$ cat src/rtl/jdr_pkg.sv
package jdr_pkg;
   localparam int REG_W    = 16;
   localparam int NUM_IN   = 2;
   localparam int FLAG_LSB = 0;
   localparam int LVL_LSB  = 2;
   localparam int MODE_LSB = 4;
   localparam int PAD_LSB  = 6;
   localparam int BYP_LSB  = 8;
   localparam int CTRL_LSB = 10;
   localparam int CTRL_W   = REG_W - CTRL_LSB;
endpackage

$ cat src/rtl/jdr_sync_filter.sv
module jdr_sync_filter #(
   parameter int SYNC_STAGES = 2,
   parameter int STABLE_CYC  = 4
) (
   input  logic clk,
   input  logic rst_n,
   input  logic pin_i,
   output logic level_o,
   output logic change_o
);
   logic [SYNC_STAGES-1:0] sync_q;
   logic                   synced;
   logic                   level_q;
   logic                   change_w;

   always_ff @(posedge clk) begin
      if (!rst_n) sync_q <= '0;
      else        sync_q <= {sync_q[SYNC_STAGES-2:0], pin_i};
   end
   assign synced = sync_q[SYNC_STAGES-1];

   generate
      if (STABLE_CYC == 1) begin : g_direct
         assign change_w = (synced != level_q);
      end else begin : g_count
         localparam int CW = $clog2(STABLE_CYC);
         logic [CW-1:0] cnt_q;
         logic          done;
         assign done     = (cnt_q == CW'(STABLE_CYC - 1));
         assign change_w = (synced != level_q) && done;
         always_ff @(posedge clk) begin
            if (!rst_n)                 cnt_q <= '0;
            else if (synced == level_q) cnt_q <= '0;
            else if (done)              cnt_q <= '0;
            else                        cnt_q <= cnt_q + 1'b1;
         end
      end
   endgenerate

   always_ff @(posedge clk) begin
      if (!rst_n)        level_q <= 1'b0;
      else if (change_w) level_q <= synced;
   end

   assign level_o  = level_q;
   assign change_o = change_w;
endmodule

$ cat src/rtl/jdr_flag_cell.sv
module jdr_flag_cell (
   input  logic clk,
   input  logic rst_n,
   input  logic hw_set_i,
   input  logic wr_en_i,
   input  logic wr_bit_i,
   output logic flag_o
);
   logic flag_q;
   always_ff @(posedge clk) begin
      if (!rst_n)        flag_q <= 1'b0;
      else if (hw_set_i) flag_q <= 1'b1;
      else if (wr_en_i)  flag_q <= wr_bit_i;
   end
   assign flag_o = flag_q;
endmodule

$ cat src/rtl/jack_detect_reg.sv
module jack_detect_reg #(
   parameter int SYNC_STAGES = 2,
   parameter int STABLE_CYC  = 4
) (
   input  logic        clk,
   input  logic        rst_n,
   input  logic [1:0]  det_i,
   input  logic        wr_en,
   input  logic [15:0] wr_data,
   output logic [15:0] rd_data,
   output logic        irq_o,
   output logic        eq_bypass_o
);
   import jdr_pkg::*;

   generate
      if (SYNC_STAGES < 2) begin : g_bad_sync
         $error("SYNC_STAGES must be at least 2");
      end
      if (STABLE_CYC < 1) begin : g_bad_stable
         $error("STABLE_CYC must be at least 1");
      end
   endgenerate

   logic [NUM_IN-1:0] level_w;
   logic [NUM_IN-1:0] change_w;
   logic [NUM_IN-1:0] flag_w;
   logic [NUM_IN-1:0] mode_q;
   logic [NUM_IN-1:0] byp_q;
   logic [CTRL_W-1:0] ctrl_q;

   genvar gi;
   generate
      for (gi = 0; gi < NUM_IN; gi++) begin : g_in
         jdr_sync_filter #(
            .SYNC_STAGES(SYNC_STAGES),
            .STABLE_CYC (STABLE_CYC)
         ) u_filt (
            .clk     (clk),
            .rst_n   (rst_n),
            .pin_i   (det_i[gi]),
            .level_o (level_w[gi]),
            .change_o(change_w[gi])
         );
         jdr_flag_cell u_flag (
            .clk     (clk),
            .rst_n   (rst_n),
            .hw_set_i(change_w[gi]),
            .wr_en_i (wr_en),
            .wr_bit_i(wr_data[FLAG_LSB + gi]),
            .flag_o  (flag_w[gi])
         );
      end
   endgenerate

   always_ff @(posedge clk) begin
      if (!rst_n) begin
         mode_q <= '0;
         byp_q  <= '0;
         ctrl_q <= '0;
      end else if (wr_en) begin
         mode_q <= wr_data[MODE_LSB +: NUM_IN];
         byp_q  <= wr_data[BYP_LSB  +: NUM_IN];
         ctrl_q <= wr_data[CTRL_LSB +: CTRL_W];
      end
   end

   always_comb begin
      rd_data = '0;
      rd_data[FLAG_LSB +: NUM_IN] = flag_w;
      rd_data[LVL_LSB  +: NUM_IN] = level_w;
      rd_data[MODE_LSB +: NUM_IN] = mode_q;
      rd_data[BYP_LSB  +: NUM_IN] = byp_q;
      rd_data[CTRL_LSB +: CTRL_W] = ctrl_q;
   end

   assign irq_o       = |(flag_w & mode_q);
   assign eq_bypass_o = |(byp_q & level_w);
endmodule

$ cat config.mk
export PLATFORM = sky130hd
export DESIGN_NAME = jack_detect_reg
export DESIGN_NICKNAME = d
export VERILOG_FILES = /design/src/rtl/jdr_pkg.sv /design/src/rtl/jdr_sync_filter.sv /design/src/rtl/jdr_flag_cell.sv /design/src/rtl/jack_detect_reg.sv
export SDC_FILE = /design/constraint.sdc
export NUM_CORES = 1
export LEC_CHECK = 0
export ABC_AREA = 1
export BUFFER_PORTS_ARGS = -buffer_cell sky130_fd_sc_hd__buf_2
export CORE_MARGIN = 4
export CORE_UTILIZATION = 31
export CTS_CLUSTER_DIAMETER = 100
export DETAILED_ROUTE_END_ITERATION = 8
export HOLD_SLACK_MARGIN = 0.15
export PLACE_DENSITY = 0.67
export SLEW_MARGIN = 10
export SYNTH_ARGS = -nofsm -noshare
export SYNTH_HDL_FRONTEND = slang
export SYNTH_HIERARCHICAL = 1
export SYNTH_SLANG_ARGS = --single-unit
$ cat constraint.sdc
create_clock -name clk -period 1.2 [get_ports clk]
set_input_delay 0.18 -clock clk [delete_from_list [all_inputs] [get_ports clk]]
set_output_delay 0.18 -clock clk [all_outputs]
set_load 0.03 [all_outputs]
# Word-level counts from Yosys, hierarchy flattened
# Cells that the tools add are included.
word_totals:
  register_bits: 22
  latch_bits: 0
  ram_bits: 0
  romBits: 0
  inputBits: 21
  output_inout_bits: 18
  word_cells: 34
  mem_count: 0
op_classes:
  n_addsub: 2
  mul: 0
  div_mod_pow: 0
  magnitude_cmp: 0
  n_eq_ne: 6
  shifts: 0
  n_mux: 4
  bitwise: 3
  reduce_logical: 8
ops:
  columns: ["op", "n"]
  rows:
  - ["3-bit OR reduction", 2]
  - ["2-bit by 1-bit adder with 2-bit output (second input constant)", 2]
  - ["2-bit AND", 2]
  - ["2-bit == test (second input constant)", 2]
  - ["1-bit two-way mux", 4]
  - ["2-bit nonzero test", 2]
  - ["2-bit OR reduction", 2]
  - ["1-bit == test", 2]
  - ["1-bit logical AND", 2]
  - ["1-bit != test", 2]
  - ["1-bit NOT", 1]

# Depth between registers and ports, before layout
# Gate-level depths: netlist of the first run.
logic_depth:
  depth_word: 3
  mapped_depth: 7
  ltp_nobuf: 7

# By module
# The synthesis of the first run kept the hierarchy.
by_module_without_submodules:
  columns: ["module", "n_inst", "cells_each", "area_per_inst_um2", "seq_area_each_um2"]
  rows:
  - ["jack_detect_reg", 1, 72, 452.9, 200.2]
  - ["jdr_sync_filter", 2, 23, 190.2, 100.1]
  - ["jdr_flag_cell", 2, 9, 50.0, 20.0]

# Worst setup path after synthesis of the first run
# OpenSTA, ideal clock, no wires.
synth_path:
  path_kind: "register to register"
  from: "reg g_in[0].u_filt.level_q"
  to: "reg g_in[0].u_flag.flag_q"
  setup_ps: 111
  t_arrival_ps: 1029
  required_ps: 1089
  slack_ps: 59
  path_stages_with_launch: 7
  n_path_buf: 0
  synth_period_minus_slack_ps: 1141
  cell_sequence: "dfxtp_1 -> nand2_1 -> and3_1 -> inv_1 -> nand2_1 -> nor2_1 -> nor2_1"
synth_via:
  elab_chain_len: 3
  elab_cells_between_ends: 4
  cone_classes: "eq/ne: 1; mux: 1; reduce/logical: 2"
synth_rtl:
  columns: ["element", "line", "source"]
  rows:
  - ["from (decl)", "jdr_sync_filter.sv:13", "logic level_q;"]
  - ["from (signal assigned)", "jdr_sync_filter.sv:42", "else if (change_w) level_q <= synced;"]
  - ["1-bit != test (*)", "jdr_sync_filter.sv:30", "assign change_w = (synced != level_q) && done;"]
  - ["1-bit logical AND (*)", "jdr_sync_filter.sv:30", null]
  - ["net change_w[0]", "jack_detect_reg.sv:26", "logic [NUM_IN-1:0] change_w;"]
  - ["1-bit two-way mux / 2-bit nonzero test (equally long branches)", null, null]
  - ["to (signal assigned)", "jdr_flag_cell.sv:13", "else if (wr_en_i) flag_q <= wr_bit_i;"]
  - ["to (decl)", "jdr_flag_cell.sv:9", "logic flag_q;"]
# Mark *: on every way through the listed nets, which the timed path passes. The rest lies on a longest branch.
# A chain may end at the register's enable or synchronous reset.

# Final worst setup path of the first run
layout_path:
  from: "reg mode_q[0]"
  to: "out irq_o"
layout_via:
  elab_chain_len: 2
layout_rtl:
  columns: ["element", "line", "source"]
  rows:
  - ["from (decl)", "jack_detect_reg.sv:28", "logic [NUM_IN-1:0] mode_q;"]
  - ["from (signal assigned)", "jack_detect_reg.sv:62", "mode_q <= wr_data[MODE_LSB +: NUM_IN];"]
  - ["2-bit AND", "jack_detect_reg.sv:77", "assign irq_o = |(flag_w & mode_q);"]
  - ["2-bit OR reduction", "jack_detect_reg.sv:77", null]
  - ["to (decl)", "jack_detect_reg.sv:11", "output logic irq_o,"]
# Every way passes these cells.

==> flow_summary.toml, run 1 <==
[placed_design]
dpl_cell_area_sq_um = 1100
dp_hpwl_mm = 1.31
post-place-ws_ps = 166
gpl.final_weighted_congestion = 0.651
count_of_input_and_output_buffers = 32

[timing]
rsz0062_at_grt = "false"
fin_crit_ps = 1110
layout_worst_path_cycle_share_pct = 92.5
timing_max_transition_violations_final = 0
layout_setup_ws_ps = 90.5
worst_hold_slack_ps = 158
totalNegativeSetupSlack_ps = 0
setup_viol_count_final = 0
report.final.hold_viol_count = 0
skew_final_ps = 11.6
fmax_mhz = 901

[grt]
grt_pass1_vias = 694
globalRoute.busiestLayer = "met2"
grt_util_met1_pct = 10.9
grt.total_usage_pct = 9.27
globalRouteOverflowTotal = 0
gr-usage-met3_pct = 5.22
grt_util_met2_pct = 14.8
grt_first_pass_wirelength_mm = 2.93
largest_net_degree_at_the_start_of_global_routing = 25
antenna_violations_before_repair = 0

[clock_network]
clock_tree.buffer_depth = 2
cts_root_buf = "clkbuf_4"
cts_inserted_buffers = 3
tritoncts_num_sinks = 22
cts_setup_buffers = 0
clk_pin_slew_ps = 120
worstSkewPairLatency_ps = 300
cts.htree.levels = 1
cts_tree = "yes"

[detailed_routing]
routed_wl_per_cell_microns = 8.50
route.antenna.remaining_nets = 0
detail_route.wirelength_mm = 1.73
vias = 835
post-route-drc-count = 0
drt_iter0_drc = 31
firstDrtPassIters = 4
routed_via_density = 4.11

[pwr]
sequentialPowerShare_pct = 59.3
power.combinational.fraction_pct = 16.8
net-switching-power_mw = 0.360
leakage_nw = 0.700
power-per-cell-area_nw_per_um2 = 1120
cellInternalPower_mw = 0.962
switching_share_pct = 27.2
p_clk_share_pct = 23.9
ir_worst_vdd_uv = 746

[worst_setup_path]
critical_path_arrival_ps = 930
critical_path.startpoint_type = "flop"
cpMostUsedCell = "nand2_1"
crit_slowest_cell = "dfxtp_2"
cp_cell_sequence = "nand2_1 > nand2_1 > clkbuf_4"
critPathRequiredTime_ps = 1020
crit_path_category = "flop to output port"
critical_path.max_fanout = 3
critical_path.endpoint_type = "output port"
max_stage_delay_ps = 350

[synthesis]
portion_of_synthesized_cell_area_occupied_by_the_leading_cell_type_pct = 47.2
synth_most_common_cell = "nand2_1"
ys_ff_latch = 22
ys_async_sr_fraction_pct = 0
postSynth.topFlopCell = "dfxtp_1"
postSynthAreaPerCell_sq_um = 6.86
yosysUniqueCellTypes = 15
yosys_warnings = 6
most_common_library_cells_after_synthesis = "nand2_1, nor2_1, inv_1"
yosysSeqAreaShare_pct = 47.2
synthesis.instances = 136
synth_edf_count = 0
syn-cell-area_sq_um = 933
synth_largest_area_cell = "dfxtp_1"
ys_top_cells_by_area = "dfxtp_1, nand2_1, nor2_1, inv_1, ha_1"

[final_layout]
fin_area_sq_um = 1180
post_route_cells_drive_above_1_share_pct = 29.1
final_util_pct = 42.2
fillCellCount = 300
area.growth.synth_to_final_pct = 26.9
num_antenna_cells = 0
finalNetCount = 197

[floorplanning]
std_cell_rows = 19
die_height_microns = 62.9
initial_core_util_pct = 33.3
core_sq_um = 2810
die_width_microns = 62.9
floorplan.die_area_sq_um = 3950
number_of_top_level_pins = 39

[outcome]
status = "finished clean"

[hold_path]
timing.hold.worst.class = "input port to flop"

[run]
timing.max_cap.violations = 0
power by group through the flow:
stage	registers [mW]	clock network [mW]	logic (mW)
6_report	0.784	0.315	0.222
4_1_cts	0.785	0.339	0.224
3_5_place_dp	0.802	0	0.214
3_3_place_gp	0.801	0	0.213
5_1_grt	0.790	0.370	0.249
2_1_floorplan	0.853	0	0.0976
registers in the layout (all words and copies together), names as in the netlist:
signal                     cells
ctrl_q                         6
byp_q                          2
g_in.u_flag/flag_o             2
g_in.u_filt/level_o            2
mode_q                         2
g_in.u_filt/sync_q             4
g_in.u_filt/g_count.cnt_q      4
per-layer routing:
metal / vias up / wire, microns
met1: 351 / 797
met5: - / 0
met2: 29 / 778
li1: 455 / -
met3: 0 / 149
met4: 0 / 0
cells by family after synthesis:
logic type      synth area share (%)
simple gates                    32.2
fa+ha+maj                       2.68
flops                           47.2
other cells                    0.402
compound gates                  2.14
buf+inv                         15.4
placed cells by master, fill, tap and decap left out:
cell,n
conb_1,2
clkbuf_4,4
dfxtp_4,1
inv_1,26
nor2_2,2
ha_1,2
nand2_1,38
nor2_1,30
o21ai_0,2
inv_2,2
dfxtp_1,14
dfxtp_2,7
dlygate4sd3_1,4
buf_4,2
nand3_2,2
and3_1,2
a21oi_1,2
buf_2,30
critical path, delay by kind of cell, from the launching register on:
| family | cells | cell delay [ps] |
|---|---|---|
| buf+inv | 1 | 180 |
| flops | 1 | 350 |
| simple gates | 2 | 100 |
path summary, 6_finish.rpt:
kind / start / end / slack [ps] / cells after the start
setup / recovery: mode_q[0]$_SDFFE_PN0P_ / irq_o / 90 / 3
hold / removal: wr_data[9] / byp_q[1]$_SDFFE_PN0P_ / 160 / 5
setup reg to reg: g_in[1].u_filt/g_count.cnt_q[0]$_SDFF_PP0_ / g_in[1].u_flag/flag_o$_SDFFE_PN0P_ / 180 / 6
hold reg to reg: g_in[1].u_filt/sync_q[0]$_SDFF_PN0_ / g_in[1].u_filt/sync_q[1]$_SDFF_PN0_ / 420 / 2
area by class of cell:
cell class / instances / area [sq um] / area share [%]
Sequential cell: 22 / 453 / 38.2
Multi-Input combinational cell: 82 / 353 / 29.8
Timing Repair Buffer: 37 / 213 / 18.0
Clock buffer: 3 / 22.5 / 1.90
Inverter: 28 / 105 / 8.87
Tap cell: 31 / 38.8 / 3.27
stage by stage:
stage          std cells  power, mW
2_1_floorplan        137      0.950
3_3_place_gp         196       1.01
3_5_place_dp         196       1.02
4_1_cts              203       1.35
5_1_grt              203       1.41
6_report             203       1.32
what timing repair did:
item                                    CTS  global route
gates cloned                              0             0
hold endpoints to repair                  4             0
pin swaps                                 0             0
gates resized for setup                   2            10
hold buffers                              4             0
endpoints found under the setup margin    1             2
Power figures use the tool's default switching activity.
==> run 2, diff against run 1 <==
--- a/config.mk
+++ b/config.mk
@@ -9,8 +9,10 @@
 export BUFFER_PORTS_ARGS = -buffer_cell sky130_fd_sc_hd__buf_2
 export CORE_MARGIN = 4
 export CORE_UTILIZATION = 31
+export CTS_BUF_LIST = sky130_fd_sc_hd__clkbuf_4
 export CTS_CLUSTER_DIAMETER = 100
 export DETAILED_ROUTE_END_ITERATION = 8
+export GPL_TIMING_DRIVEN = 0
 export HOLD_SLACK_MARGIN = 0.15
 export PLACE_DENSITY = 0.67
 export SLEW_MARGIN = 10
==> run 2 against run 1 <==
Compared with the run above: clock-buffer cell count stayed put; power increased by 1.7%; clock skew shrank 4.4 ps; clock power up 4%; largest cell class unchanged; first-iteration DRC count down 13%; core utilization rose by 2.2 points; sequential power is essentially flat; critical path depth fell by 1; setup slack worse by 22 ps.
==> flow_summary.toml, run 2 (synthesis gave the netlist of run 1 again) <==
[final_layout]
num_antenna_cells = 0
max_flop_register = "ctrl_q"
finalNetCount = 204
largest_register_ff_count = 6
mostFrequentLayoutCell = "nand2_1"
most-common-layout-cells = "nand2_1, buf_2, nor2_1"
final_util_pct = 44.5
area.growth.synth_to_final_pct = 33.6
largest_registers = "ctrl_q: 6 flops, g_in.u_filt/g_count.cnt_q: 4 flops, g_in.u_filt/sync_q: 4 flops"
post_route_cells_drive_above_1_share_pct = 31.1
fillCellCount = 309

[floorplanning]
die_height_microns = 62.9
core_sq_um = 2810
std_cell_rows = 19
die_width_microns = 62.9
initial_core_util_pct = 33.3
number_of_top_level_pins = 39
floorplan.die_area_sq_um = 3950

[worst_setup_path]
critical_path.endpoint_type = "output port"
critical_path.max_fanout = 3
cp_top_family = "flip-flops"
max_stage_delay_ps = 360
timing.critical_path.buf_inv = 2
critical_path_arrival_ps = 950
cp_cell_sequence = "buf_4 > buf_2"
crit_slowest_cell = "dfxtp_4"
critPathRequiredTime_ps = 1020
crit_path_category = "flop to output port"
critical_path.startpoint_type = "flop"

[pwr]
leakage_nw = 0.738
power-per-cell-area_nw_per_um2 = 1080
ir_worst_vdd_uv = 625

[clock_network]
tritoncts_num_sinks = 22
clock_tree.buffer_depth = 2
cts.htree.levels = 1
cts_inserted_buffers = 3
cts_tree = "yes"
worstSkewPairLatency_ps = 300
clk_pin_slew_ps = 120
cts_root_buf = "clkbuf_4"

[grt]
largest_net_degree_at_the_start_of_global_routing = 13
antenna_violations_before_repair = 0
globalRouteOverflowTotal = 0
grt.total_usage_pct = 9.40
grt_first_pass_wirelength_mm = 2.99
grt_pass1_vias = 699

[timing]
rsz0062_at_grt = "false"
totalNegativeSetupSlack_ps = 0
fmax_mhz = 884
timing_max_transition_violations_final = 0
skew_final_ps = 7.21
worst_hold_slack_ps = 160
report.final.hold_viol_count = 0
setup_viol_count_final = 0
layout_setup_ws_ps = 68.2
layout_worst_path_cycle_share_pct = 94.3
fin_crit_ps = 1130

[detailed_routing]
routed_via_density = 3.99
route.antenna.remaining_nets = 0
firstDrtPassIters = 3
post-route-drc-count = 0
routed_wl_per_cell_microns = 8.50
detail_route.wirelength_mm = 1.79
drt_iter0_drc = 27
vias = 841

[hold_path]
timing.hold.worst.class = "input port to flop"

[run]
timing.max_cap.violations = 0

[outcome]
status = "finished clean"

[placed_design]
dp_hpwl_mm = 1.35
count_of_input_and_output_buffers = 32
gpl.final_weighted_congestion = 0.669
post-place-ws_ps = 147
run 2: worst min-delay path: stages:
cell and delay, ps:
buf_2 100, inv_1 40, nand2_1 40, nand2_1 50, nor2_1 30
run 2: area by class of cell:
class	count	area, sq um	share of cell area, %
sequential	22	455	36.5
clock buffer	3	22.5	1.81
buffer	5	38.8	3.11
multi-input combinational	82	353	28.3
inverter	28	105	8.43
clock inverter	1	3.75	0.301
tap	31	38.8	3.11
timing repair buffer	39	230	18.5
run 2: repair_timing:
action / 4_1_cts / 5_1_grt
buffers inserted: 0 / 2
setup endpoints to repair: 1 / 2
hold buffers: 5 / 0
resized for setup: 2 / 11
hold endpoints to repair: 5 / 0
run 2: final timing paths:
path                                               from                                    endpoint  slack (ps)  cells past startpoint
max reg2reg  g_in[0].u_filt/g_count.cnt_q[0]$_SDFF_PP0_          g_in[0].u_flag/flag_o$_SDFFE_PN0P_         140                      6
max                 g_in[0].u_filt/level_o$_SDFFE_PN0P_                                  rd_data[2]          70                      2
min                                          wr_data[5]                      mode_q[1]$_SDFFE_PN0P_         160                      5
min reg2reg  g_in[0].u_filt/g_count.cnt_q[0]$_SDFF_PP0_  g_in[0].u_filt/g_count.cnt_q[0]$_SDFF_PP0_         420                      1
run 2: power by group:
part	switching, mW	internal, mW	leakage [nW]
sequential	0.0180	0.763	0.185
clock	0.206	0.121	0.0154
combinational	0.145	0.0909	0.538
total	0.369	0.975	0.738
run 2: per-stage QoR:
step | std cells | power (mW) | cell area, sq um
finish | 211 | 1.34 | 1250
global route | 211 | 1.43 | 1250
CTS | 209 | 1.37 | 1210
detailed placement | 200 | 1.03 | 1140
global placement | 200 | 1.02 | 1140
floorplan | 137 | 0.950 | 937
run 2: layer usage:
| metal | share of wire [%] | track usage (%) | up-vias |
|---|---|---|---|
| li1 | - | - | 472 |
| met1 | 48 | 11.6 | 341 |
| met2 | 44 | 15.2 | 26 |
| met3 | 7.4 | 4.32 | 2 |
| met4 | 0.45 | 1.65 | 0 |
| met5 | 0 | 0 | - |
